File: src/rtl/stby_pkg.sv
package stby_pkg;
  typedef enum logic {
    STBY_BEGIN = 1'b0,
    STBY_END   = 1'b1
  } stby_mode_e;
endpackage

File: src/rtl/stby_mask_gen.sv
module stby_mask_gen
  import stby_pkg::*;
#(
  parameter int LANES = 4,
  parameter int OFS_W = $clog2(LANES)
) (
  input  stby_mode_e        mode,
  input  logic [OFS_W-1:0]  ofs,
  output logic [LANES-1:0]  be,
  output logic              probe
);
  // Enable bit j covers byte address LANES-1-j (big-endian lane order).
  for (genvar j = 0; j < LANES; j++) begin : g_lane
    localparam int BYTE_POS = LANES - 1 - j;
    logic at_or_after;
    assign at_or_after = (OFS_W'(BYTE_POS) >= ofs);
    assign be[j] = (mode == STBY_BEGIN) ? at_or_after : !at_or_after;
  end

  assign probe = (mode == STBY_END) && (ofs == '0);
endmodule

File: src/rtl/stby_resp_reg.sv
module stby_resp_reg #(
  parameter int WIDTH = 8
) (
  input  logic             clk,
  input  logic             rst_n,
  input  logic             in_valid,
  output logic             in_ready,
  input  logic [WIDTH-1:0] in_payload,
  output logic             out_valid,
  input  logic             out_ready,
  output logic [WIDTH-1:0] out_payload
);
  assign in_ready = !out_valid || out_ready;

  always_ff @(posedge clk) begin
    if (!rst_n) begin
      out_valid   <= 1'b0;
      out_payload <= '0;
    end else if (in_ready) begin
      out_valid <= in_valid;
      if (in_valid) out_payload <= in_payload;
    end
  end

  assert_hold_R7: assert property (@(posedge clk) disable iff (!rst_n)
    (out_valid && !out_ready) |=> (out_valid && $stable(out_payload)));

  assert_latency_R6: assert property (@(posedge clk) disable iff (!rst_n)
    (in_valid && in_ready) |=> out_valid);

  assert_ready_R8: assert property (@(posedge clk) disable iff (!rst_n)
    out_ready |-> in_ready);
endmodule

File: src/rtl/stby_store_unit.sv
module stby_store_unit
  import stby_pkg::*;
#(
  parameter int ADDR_W = 32,
  parameter int DATA_W = 32
) (
  input  logic              clk,
  input  logic              rst_n,
  input  logic              req_valid,
  output logic              req_ready,
  input  logic [ADDR_W-1:0] req_addr,
  input  logic [DATA_W-1:0] req_data,
  input  logic              req_end,
  output logic              wr_valid,
  input  logic              wr_ready,
  output logic [ADDR_W-1:0] wr_addr,
  output logic [DATA_W/8-1:0] wr_be,
  output logic [DATA_W-1:0] wr_data,
  output logic              wr_probe
);
  localparam int LANES = DATA_W / 8;
  localparam int OFS_W = $clog2(LANES);
  localparam int PAY_W = ADDR_W + LANES + DATA_W + 1;

  logic [OFS_W-1:0]  ofs;
  logic [LANES-1:0]  be_c;
  logic              probe_c;
  logic [ADDR_W-1:0] addr_c;
  logic [PAY_W-1:0]  pay_in, pay_out;
  stby_mode_e        mode;

  assign ofs    = req_addr[OFS_W-1:0];
  assign mode   = stby_mode_e'(req_end);
  assign addr_c = {req_addr[ADDR_W-1:OFS_W], {OFS_W{1'b0}}};

  stby_mask_gen #(.LANES(LANES), .OFS_W(OFS_W)) u_mask (
    .mode  (mode),
    .ofs   (ofs),
    .be    (be_c),
    .probe (probe_c)
  );

  // Lane placement is identity on a big-endian bus: begin mode fills the
  // low-order lanes with the low register bytes, end mode the high ones.
  assign pay_in = {addr_c, be_c, req_data, probe_c};

  stby_resp_reg #(.WIDTH(PAY_W)) u_resp (
    .clk         (clk),
    .rst_n       (rst_n),
    .in_valid    (req_valid),
    .in_ready    (req_ready),
    .in_payload  (pay_in),
    .out_valid   (wr_valid),
    .out_ready   (wr_ready),
    .out_payload (pay_out)
  );

  assign {wr_addr, wr_be, wr_data, wr_probe} = pay_out;

  assert_aligned_R1: assert property (@(posedge clk) disable iff (!rst_n)
    wr_valid |-> (wr_addr[OFS_W-1:0] == '0));

  assert_probe_empty_R4: assert property (@(posedge clk) disable iff (!rst_n)
    (wr_valid && wr_probe) |-> (wr_be == '0));

  assert_nonprobe_writes_R4: assert property (@(posedge clk) disable iff (!rst_n)
    (wr_valid && !wr_probe) |-> (wr_be != '0));

  assert_reset_idle_R9: assert property (@(posedge clk)
    !rst_n |=> !wr_valid);
endmodule

File: config.mk
export PLATFORM = sky130hd
export DESIGN_NAME = stby_store_unit
export DESIGN_NICKNAME = d
export VERILOG_FILES = /design/src/rtl/stby_pkg.sv /design/src/rtl/stby_mask_gen.sv /design/src/rtl/stby_resp_reg.sv /design/src/rtl/stby_store_unit.sv
export SDC_FILE = /design/constraint.sdc
export NUM_CORES = 1
export LEC_CHECK = 0
export ABC_AREA = 1
export BUFFER_PORTS_ARGS = -buffer_cell sky130_fd_sc_hd__buf_2
export CAP_MARGIN = 5
export CELL_PAD_IN_SITES_DETAIL_PLACEMENT = 1
export CELL_PAD_IN_SITES_GLOBAL_PLACEMENT = 1
export CORE_MARGIN = 2
export CORE_UTILIZATION = 31
export DETAILED_ROUTE_END_ITERATION = 6
export MAX_ROUTING_LAYER = met4
export PLACE_DENSITY_LB_ADDON = 0.1
export REMOVE_ABC_BUFFERS = 1
export SETUP_SLACK_MARGIN = 0.3
export SLEW_MARGIN = 5
export SYNTH_ARGS = -nofsm -noshare
export SYNTH_HDL_FRONTEND = slang
export SYNTH_SLANG_ARGS = --single-unit
File: constraint.sdc
create_clock -name clk -period 1.35 [get_ports clk]
set_input_delay 0.135 -clock clk [delete_from_list [all_inputs] [get_ports clk]]
set_output_delay 0.135 -clock clk [all_outputs]
set_load 0.01 [all_outputs]
Word-level counts from Yosys, hierarchy flattened
Index checks and enable logic that the tools add are counted.

operators by class
  $lt $le $gt $ge = 4
  multiplexer cells = 4
  reduce and logical (&&, ||, !) cells = 9

operator list
  operator                                                           number
  logical NOT 1 bit                                                  5
  greater-or-equal comparator 1 x 2 -> 1 bit (first input constant)  2
  greater-or-equal comparator 2 bit (first input constant)           2
  2-to-1 mux 1 bit                                                   4
  logical NOT 2 bit                                                  1
  AND reduction 2 bit                                                1
  logical AND 1 bit                                                  1
  logical OR 1 bit                                                   1

word-level totals
  register bits = 68
  input port bits = 69
  output and inout bits = 71
  word-level logic and storage cells = 19

Logic depth before layout (Yosys ltp)
Gate-level depths: netlist of the first run.

  depth in word-level cells = 3
  gate-level depth with buffers = 8

Hierarchy
Synthesis of the first run repeated with hierarchy kept, for this count alone.

second synthesis, totals
  cells, all modules = 469
  area, all modules = 3200.6 µm²

modules (own cells, without submodules)
  module           times used  cells an instance  area an instance (µm²)  sequential area each (µm²)
  stby_resp_reg    1           457                3145.5                  1401.3
  stby_mask_gen    1           11                 51.3                    0.0
  stby_store_unit  1           1                  3.8                     0.0

Least setup slack after synthesis of the first run
OpenSTA, ideal clock, no wires.

  path kind = reg-to-reg
  from = register u_resp.out_valid
  to = register u_resp.out_payload[53]
  arrival = 987 ps
  required time = 1239 ps
  path slack = 252 ps
  cell stages (with the launch flop) = 8
  buffers on the path = 2
  cells stage by stage = dfxtp_1 -> nand2_4 -> nand2_4 -> inv_2 -> buf_6 -> buf_8 -> nor2_2 -> nor2_2

between the ends
  cells in the longest elaborated chain, start to end = 3

ends and longest elaborated chain
  element                        RTL line             text
  start: declaration             stby_resp_reg.sv:9   output logic out_valid,
  start signal: assignment       stby_resp_reg.sv:20  out_valid <= in_valid;
  logical NOT 1 bit              stby_resp_reg.sv:13  assign in_ready = !out_valid || out_ready;
  logical OR 1 bit               stby_resp_reg.sv:13
  AND reduction 2 bit (no line)  n/a
  end signal: assignment         stby_resp_reg.sv:21  if (in_valid) out_payload <= in_payload;
  end: declaration               stby_resp_reg.sv:11  output logic [WIDTH-1:0] out_payload

No other way between the ends.
A chain may end at the register's enable or synchronous reset.

Worst setup path in the final report of the first run
  from = register u_resp.out_valid
  to = output port req_ready

between the ends
  cells in the longest elaborated chain, start to end = 2

ends and longest elaborated chain
  element            RTL line               text
  logical NOT 1 bit  stby_resp_reg.sv:13
  logical OR 1 bit   stby_resp_reg.sv:13
  end: declaration   stby_store_unit.sv:10  output logic req_ready,

No other way between the ends.

==> flow_metrics.tcl, run 1 <==
set metrics [dict create \
    synth_edf_count 0 \
    max_stage_delay_ns 0.35 \
    io_buffers 137 \
    regToRegStartpoint "u_resp.out_valid" \
    crit_chain "nand2_4, buf_12, buf_6" \
    cts_max_level 3 \
    diodes 0 \
    ys_async_sr_fraction_pct 0 \
    synth-simple-area-share_pct 38.3 \
    power_density_mw_per_mm2 1130 \
    rsz0062_at_grt "true" \
    num_vias 3140 \
    status "completed" \
    cts_made_buffers 9 \
    timing.final.crit_share_pct 84.4 \
    post-route-util_pct 42.5 \
    synth-adder-area-share_pct 0.410 \
    final_nets 652 \
    yosys_register_bits 68 \
    fp.dieH_um 103 \
    worstRegToRegCells 6 \
    setup_violations 0 \
    fill_cells 1310 \
    grt_pass1_wl_um 14700 \
    track_usage_pct 18.5 \
    die_w_um 103 \
    first_global_vias 3097 \
    drtIter0Drc 57 \
    wl_per_cell_um 13.4 \
    multi_input_area_mm2 0.00120 \
    rr_endpoint "u_resp.out_payload[6]" \
    drc_errors 0 \
    syn_inst 450 \
    rows 36 \
    slew_viol_final 0 \
    finClkSkew_ns 0.00754 \
    synthMuxAreaShare_pct 0 \
    cts-root-buf "clkbuf_8" \
    placed_area_mm2 0.00375 \
    clockBufferDepth 2 \
    yosysWarnings 0 \
    clk_pin_slew_ns 0.07 \
    synthToLayoutAreaGrowth_pct 34.7 \
    critPathKind "reg -> out" \
    vias_per_cell 4.37 \
    rrSetupSlack_ns 0.27 \
    hold_path.class "in -> reg" \
    critPathCaptureType "output port" \
    cp_slowest_cell "dfxtp_2" \
    drt_first_pass_iters 4 \
    fmax_ghz 0.877 \
    hold_buffers 0 \
    cts_tree "built" \
    post-dp-hpwl_um 5870 \
    synth_top_family_by_area "simple AND/OR/NAND/NOR gates" \
    required_ns 1.22 \
    ant_nets 0 \
    synth_most_common_cell "nor2_1" \
    synth_seq_area_share_pct 44.6 \
    overflow 0 \
    ys.flop_type "dfxtp_1" \
    clk_latency_ns 0.33 \
    cp_max_fo 5 \
    drv_cap 0 \
    critPathLaunchType "flop" \
    dp.cells 696 \
    leakage_nw 2.41 \
    layout.area.seq_mm2 0.00136 \
    drive_gt1_share_pct 30.8 \
    routed_wl_um 9600 \
    finalCriticalPeriod_ns 1.14 \
    die-area_mm2 0.0107 \
    grt_antenna_before_repair 0 \
    final_cell_count_no_fill 718 \
    whs_path_depth 5 \
    ir_worst_vdd_uv 530 \
    ys_types 16 \
    pre_cts_slack_ns 0.124 \
    finalHoldViolCount 0 \
    grt_max_degree 69 \
    cts_sinks 68 \
    netlist_area_mm2 0.00305 \
    core_area_mm2 0.00968 \
    syn_area_per_cell_um2 6.79 \
    p_total_w 0.00463 \
    hold_start "req_data[8]" \
    start_util_pct 31.5 \
    netlist.area_leader.share_pct 44.6 \
    min_delay_worst_endpoint "u_resp.out_payload[9]" \
    synthTopCellsByArea "dfxtp_1 45%, nor2_1 15%, nand3_1 11%, nand2_1 9.2%, inv_1 8.5%" \
    setup_ws_ns 0.210 \
    synth_xor_area_share_pct 0 \
    synth-compound-area-share_pct 0.246 \
    arrival_ns 1.00 \
    yosysTopAreaCell "dfxtp_1" \
    synth_top_cells_by_count "124 x nor2_1, 75 x nand2_1, 69 x inv_1, 68 x dfxtp_1, 66 x nand3_1" \
    pin_count 140 \
    globalplace.congestion 0.751 \
    design_area_mm2 0.00411 \
]
## cell families after synthesis
| group | count (synthesis) |
|---|---|
| other | 1 |
| adder cells (fa/ha/maj) | 1 |
| AND/OR/NAND/NOR | 278 |
| AO/OA/AOI/OAI | 1 |
| flip-flops | 68 |
| buffers and inverters | 101 |
## through the flow
step / hold slack (ns) / TNS, ns
floorplan: 0.255 / -23.63
global placement: 0.444 / 0
detailed placement: 0.455 / 0
CTS: 0.116 / 0
global route: 0.148 / 0
finish: 0.119 / 0
## sequential cells by signal, indices dropped and copies added, names as in the netlist
name and count:
u_resp.out_payload 67, u_resp.out_valid 1
## worst max-delay path by stage
stage / cells past startpoint / slack (ns) / start / to
floorplan: 5 / -0.37 / u_resp.out_valid / u_resp.out_payload[0]
global placement: 6 / 0.18 / u_resp.out_valid / u_resp.out_payload[8]
detailed placement: 6 / 0.12 / u_resp.out_valid / u_resp.out_payload[1]
CTS: 3 / 0.19 / u_resp.out_valid / req_ready
global route: 3 / 0.17 / u_resp.out_valid / req_ready
finish: 3 / 0.21 / u_resp.out_valid / req_ready
## layout make-up
cell class / instances / area share (%)
clock inverters: 3 / 0.365
repair buffers: 151 / 23.4
inverters: 70 / 6.51
well taps: 133 / 4.05
clock buffers: 11 / 3.44
multi-input cells: 282 / 29.1
flip-flops and latches: 68 / 33.1
## cells in the final DEF (no fill, tap or decap), drive strengths merged
master	count
buf	149
conb	2
a21boi	1
nand3	66
dfxtp	68
clkinv	3
nand2	77
nor2	135
clkbuf	12
ha	1
inv	70
bufbuf	1
## power breakdown
| part | leakage (nW) | internal (W) | switching [W] | total [W] |
|---|---|---|---|---|
| combinational | 1.76 | 0.000425 | 0.000534 | 0.000959 |
| clock | 0.0848 | 0.000688 | 0.000732 | 0.00142 |
| sequential | 0.565 | 0.00217 | 0.0000820 | 0.00225 |
## per-layer routing
layer  share of wire (%)  vias up  wire length, µm  GRT usage [%]
met5                   0        -                0              -
met4                 1.4        0              133           5.87
met3                 6.1       10              584           3.97
met2                  48       90             4640           32.1
met1                  44     1452             4240           21.3
li1                    -     1588                -              -
## worst max-delay path, delay by kind of cell, from the launching register on
family	cells	cell delay, ns
flip-flops	1	0.35
buffers and inverters	2	0.25
AND/OR/NAND/NOR	1	0.08
## timing repair
item,CTS,global route
hold endpoints to repair,0,0
setup endpoints to repair,66,66
buffers inserted,3,0
pin swaps,2,5
gates resized for setup,14,0
cloned,4,1
Power figures use the tool's default switching activity.
==> run 2, diff against run 1 <==
Clock period 1.35 ns to 1.15 ns, I/O delays scaled along.
==> run 2 against run 1 <==
  * The flow now finishes with violations (setup timing)
  * Core utilization grew 15 points
  * Sequential power increased by 21%
  * Clock-buffer cell count up 1
  * Critical endpoint is now u_resp.out_payload[59]
  * First-iteration DRC count increased by 3.5%
  * Critical path type is now reg -> reg
  * Critical path depth increased by 4
  * Final area grew 36%
==> flow_metrics.tcl, run 2 (synthesis results as in run 1) <==
set metrics [dict create \
    largest_register "u_resp.out_payload" \
    setup_violations 29 \
    overflow 0 \
    power_density_mw_per_mm2 1150 \
    crit_chain "nand2_4, buf_6, nand2_8, clkinv_8, buf_16, nor2_4, nor2_2" \
    hold_buffers 0 \
    drc_errors 0 \
    routed_wl_um 12400 \
    post-route-util_pct 57.8 \
    critPathCaptureType "flop" \
    cts_sinks 68 \
    max_stage_delay_ns 0.35 \
    clk_pin_slew_ns 0.07 \
    cts_made_buffers 9 \
    pre_cts_slack_ns 0.0610 \
    finalCriticalPeriod_ns 1.20 \
    rsz0062_at_grt "true" \
    track_usage_pct 21.9 \
    drt_first_pass_iters 4 \
    start_util_pct 31.5 \
    drv_cap 0 \
    drtIter0Drc 59 \
    cts_max_level 3 \
    wl_per_cell_um 16.0 \
    globalplace.congestion 0.718 \
    ant_nets 0 \
    rows 36 \
    finClkSkew_ns 0.0125 \
    num_vias 3518 \
    required_ns 1.39 \
    first_global_vias 3466 \
    vias_per_cell 4.53 \
    core_area_mm2 0.00968 \
    cp_max_fo 8 \
    reg.largest.list "u_resp.out_payload x67, u_resp.out_valid x1" \
    finalHoldViolCount 0 \
    cts-root-buf "clkbuf_8" \
    clockBufferDepth 2 \
    io_buffers 137 \
    diodes 0 \
    critPathKind "reg -> reg" \
    status "finished with violations" \
    arrival_ns 1.43 \
    largest_reg_flops 67 \
    slew_viol_final 0 \
    synthToLayoutAreaGrowth_pct 83.2 \
    layout_common_cells "75 x nand2_1, 72 x nor2_1, 71 x buf_6" \
    ir_worst_vdd_uv 523 \
    grt_max_degree 46 \
    post-dp-hpwl_um 6070 \
    leakage_nw 2.96 \
    drive_gt1_share_pct 56.1 \
    timing.final.crit_share_pct 104 \
    pin_count 140 \
    die-area_mm2 0.0107 \
    grt_pass1_wl_um 17200 \
    final_nets 710 \
    final_common_cell "nand2_1" \
    critPathLaunchType "flop" \
    violations "setup timing" \
    cts_tree "built" \
    fmax_ghz 0.837 \
    cp_slowest_cell "dfxtp_2" \
    fp.dieH_um 103 \
    grt_antenna_before_repair 0 \
    clk_latency_ns 0.34 \
    hold_path.class "in -> reg" \
    setup_ws_ns -0.0454 \
    die_w_um 103 \
]
==> run 2: cell count changes in the layout (fill, tap and decap cells not counted), sizes merged <==
cell and change:
buf +53, clkbuf +5
==> run 2: report_power, final <==
part,leakage [nW],switching [W],internal (W)
logic,2.28,0.000841,0.00102
registers,0.586,0.000151,0.00258
clock network,0.0941,0.000931,0.000931
total,2.96,0.00192,0.00453
==> run 2: final timing paths <==
check                         startpoint                     end  slack (ns)  cells after the start
setup / recovery        u_resp.out_valid  u_resp.out_payload[59]       -0.05                      7
hold / removal               req_data[4]   u_resp.out_payload[5]        0.09                      5
setup reg to reg        u_resp.out_valid  u_resp.out_payload[59]       -0.05                      7
hold reg to reg   u_resp.out_payload[18]  u_resp.out_payload[18]        0.48                      2
==> run 2: area by class of cell <==
cell class                 count  area, µm²
multi-input combinational    282       1480
fill                        1207       4090
clock inverter                 2       10.0
sequential                    68       1460
timing repair buffer         208       2040
clock buffer                  12        165
timing repair inverter         1       8.76
inverter                      70        275
tap                          133        166
==> run 2: repair_timing <==
item,4_1_cts,5_1_grt
gates resized for setup,162,83
setup endpoints to repair,135,137
setup buffers,26,23
pin swaps,6,16
cloned,9,6
==> run 2: metal layers <==
layer | share of wire [%] | up-vias | track usage (%)
met5 | 0 | - | -
li1 | - | 1714 | -
met4 | 1.7 | 0 | 6.17
met1 | 40 | 1684 | 25.4
met3 | 5.2 | 11 | 4.10
met2 | 53 | 109 | 38.6
==> run 2: critical path: cells and delay by family, from the launching register on <==
kind	cells	cell delay, ns
buffers and inverters	3	0.41
DFF	1	0.35
and+or+nand+nor	4	0.33
==> run 2: per-stage QoR <==
step	hold WS, ns	power (W)	instance area (µm²)	TNS (ns)	instances
after floorplan	0.235	0.00320	2820	-36.63	420
after global placement	0.442	0.00372	3810	0	698
after detailed placement	0.453	0.00375	3810	0	698
after CTS	0.0898	0.00613	5000	0	747
after global routing	0.117	0.00675	5600	-2.30	776
final	0.0913	0.00645	5600	-0.464	776
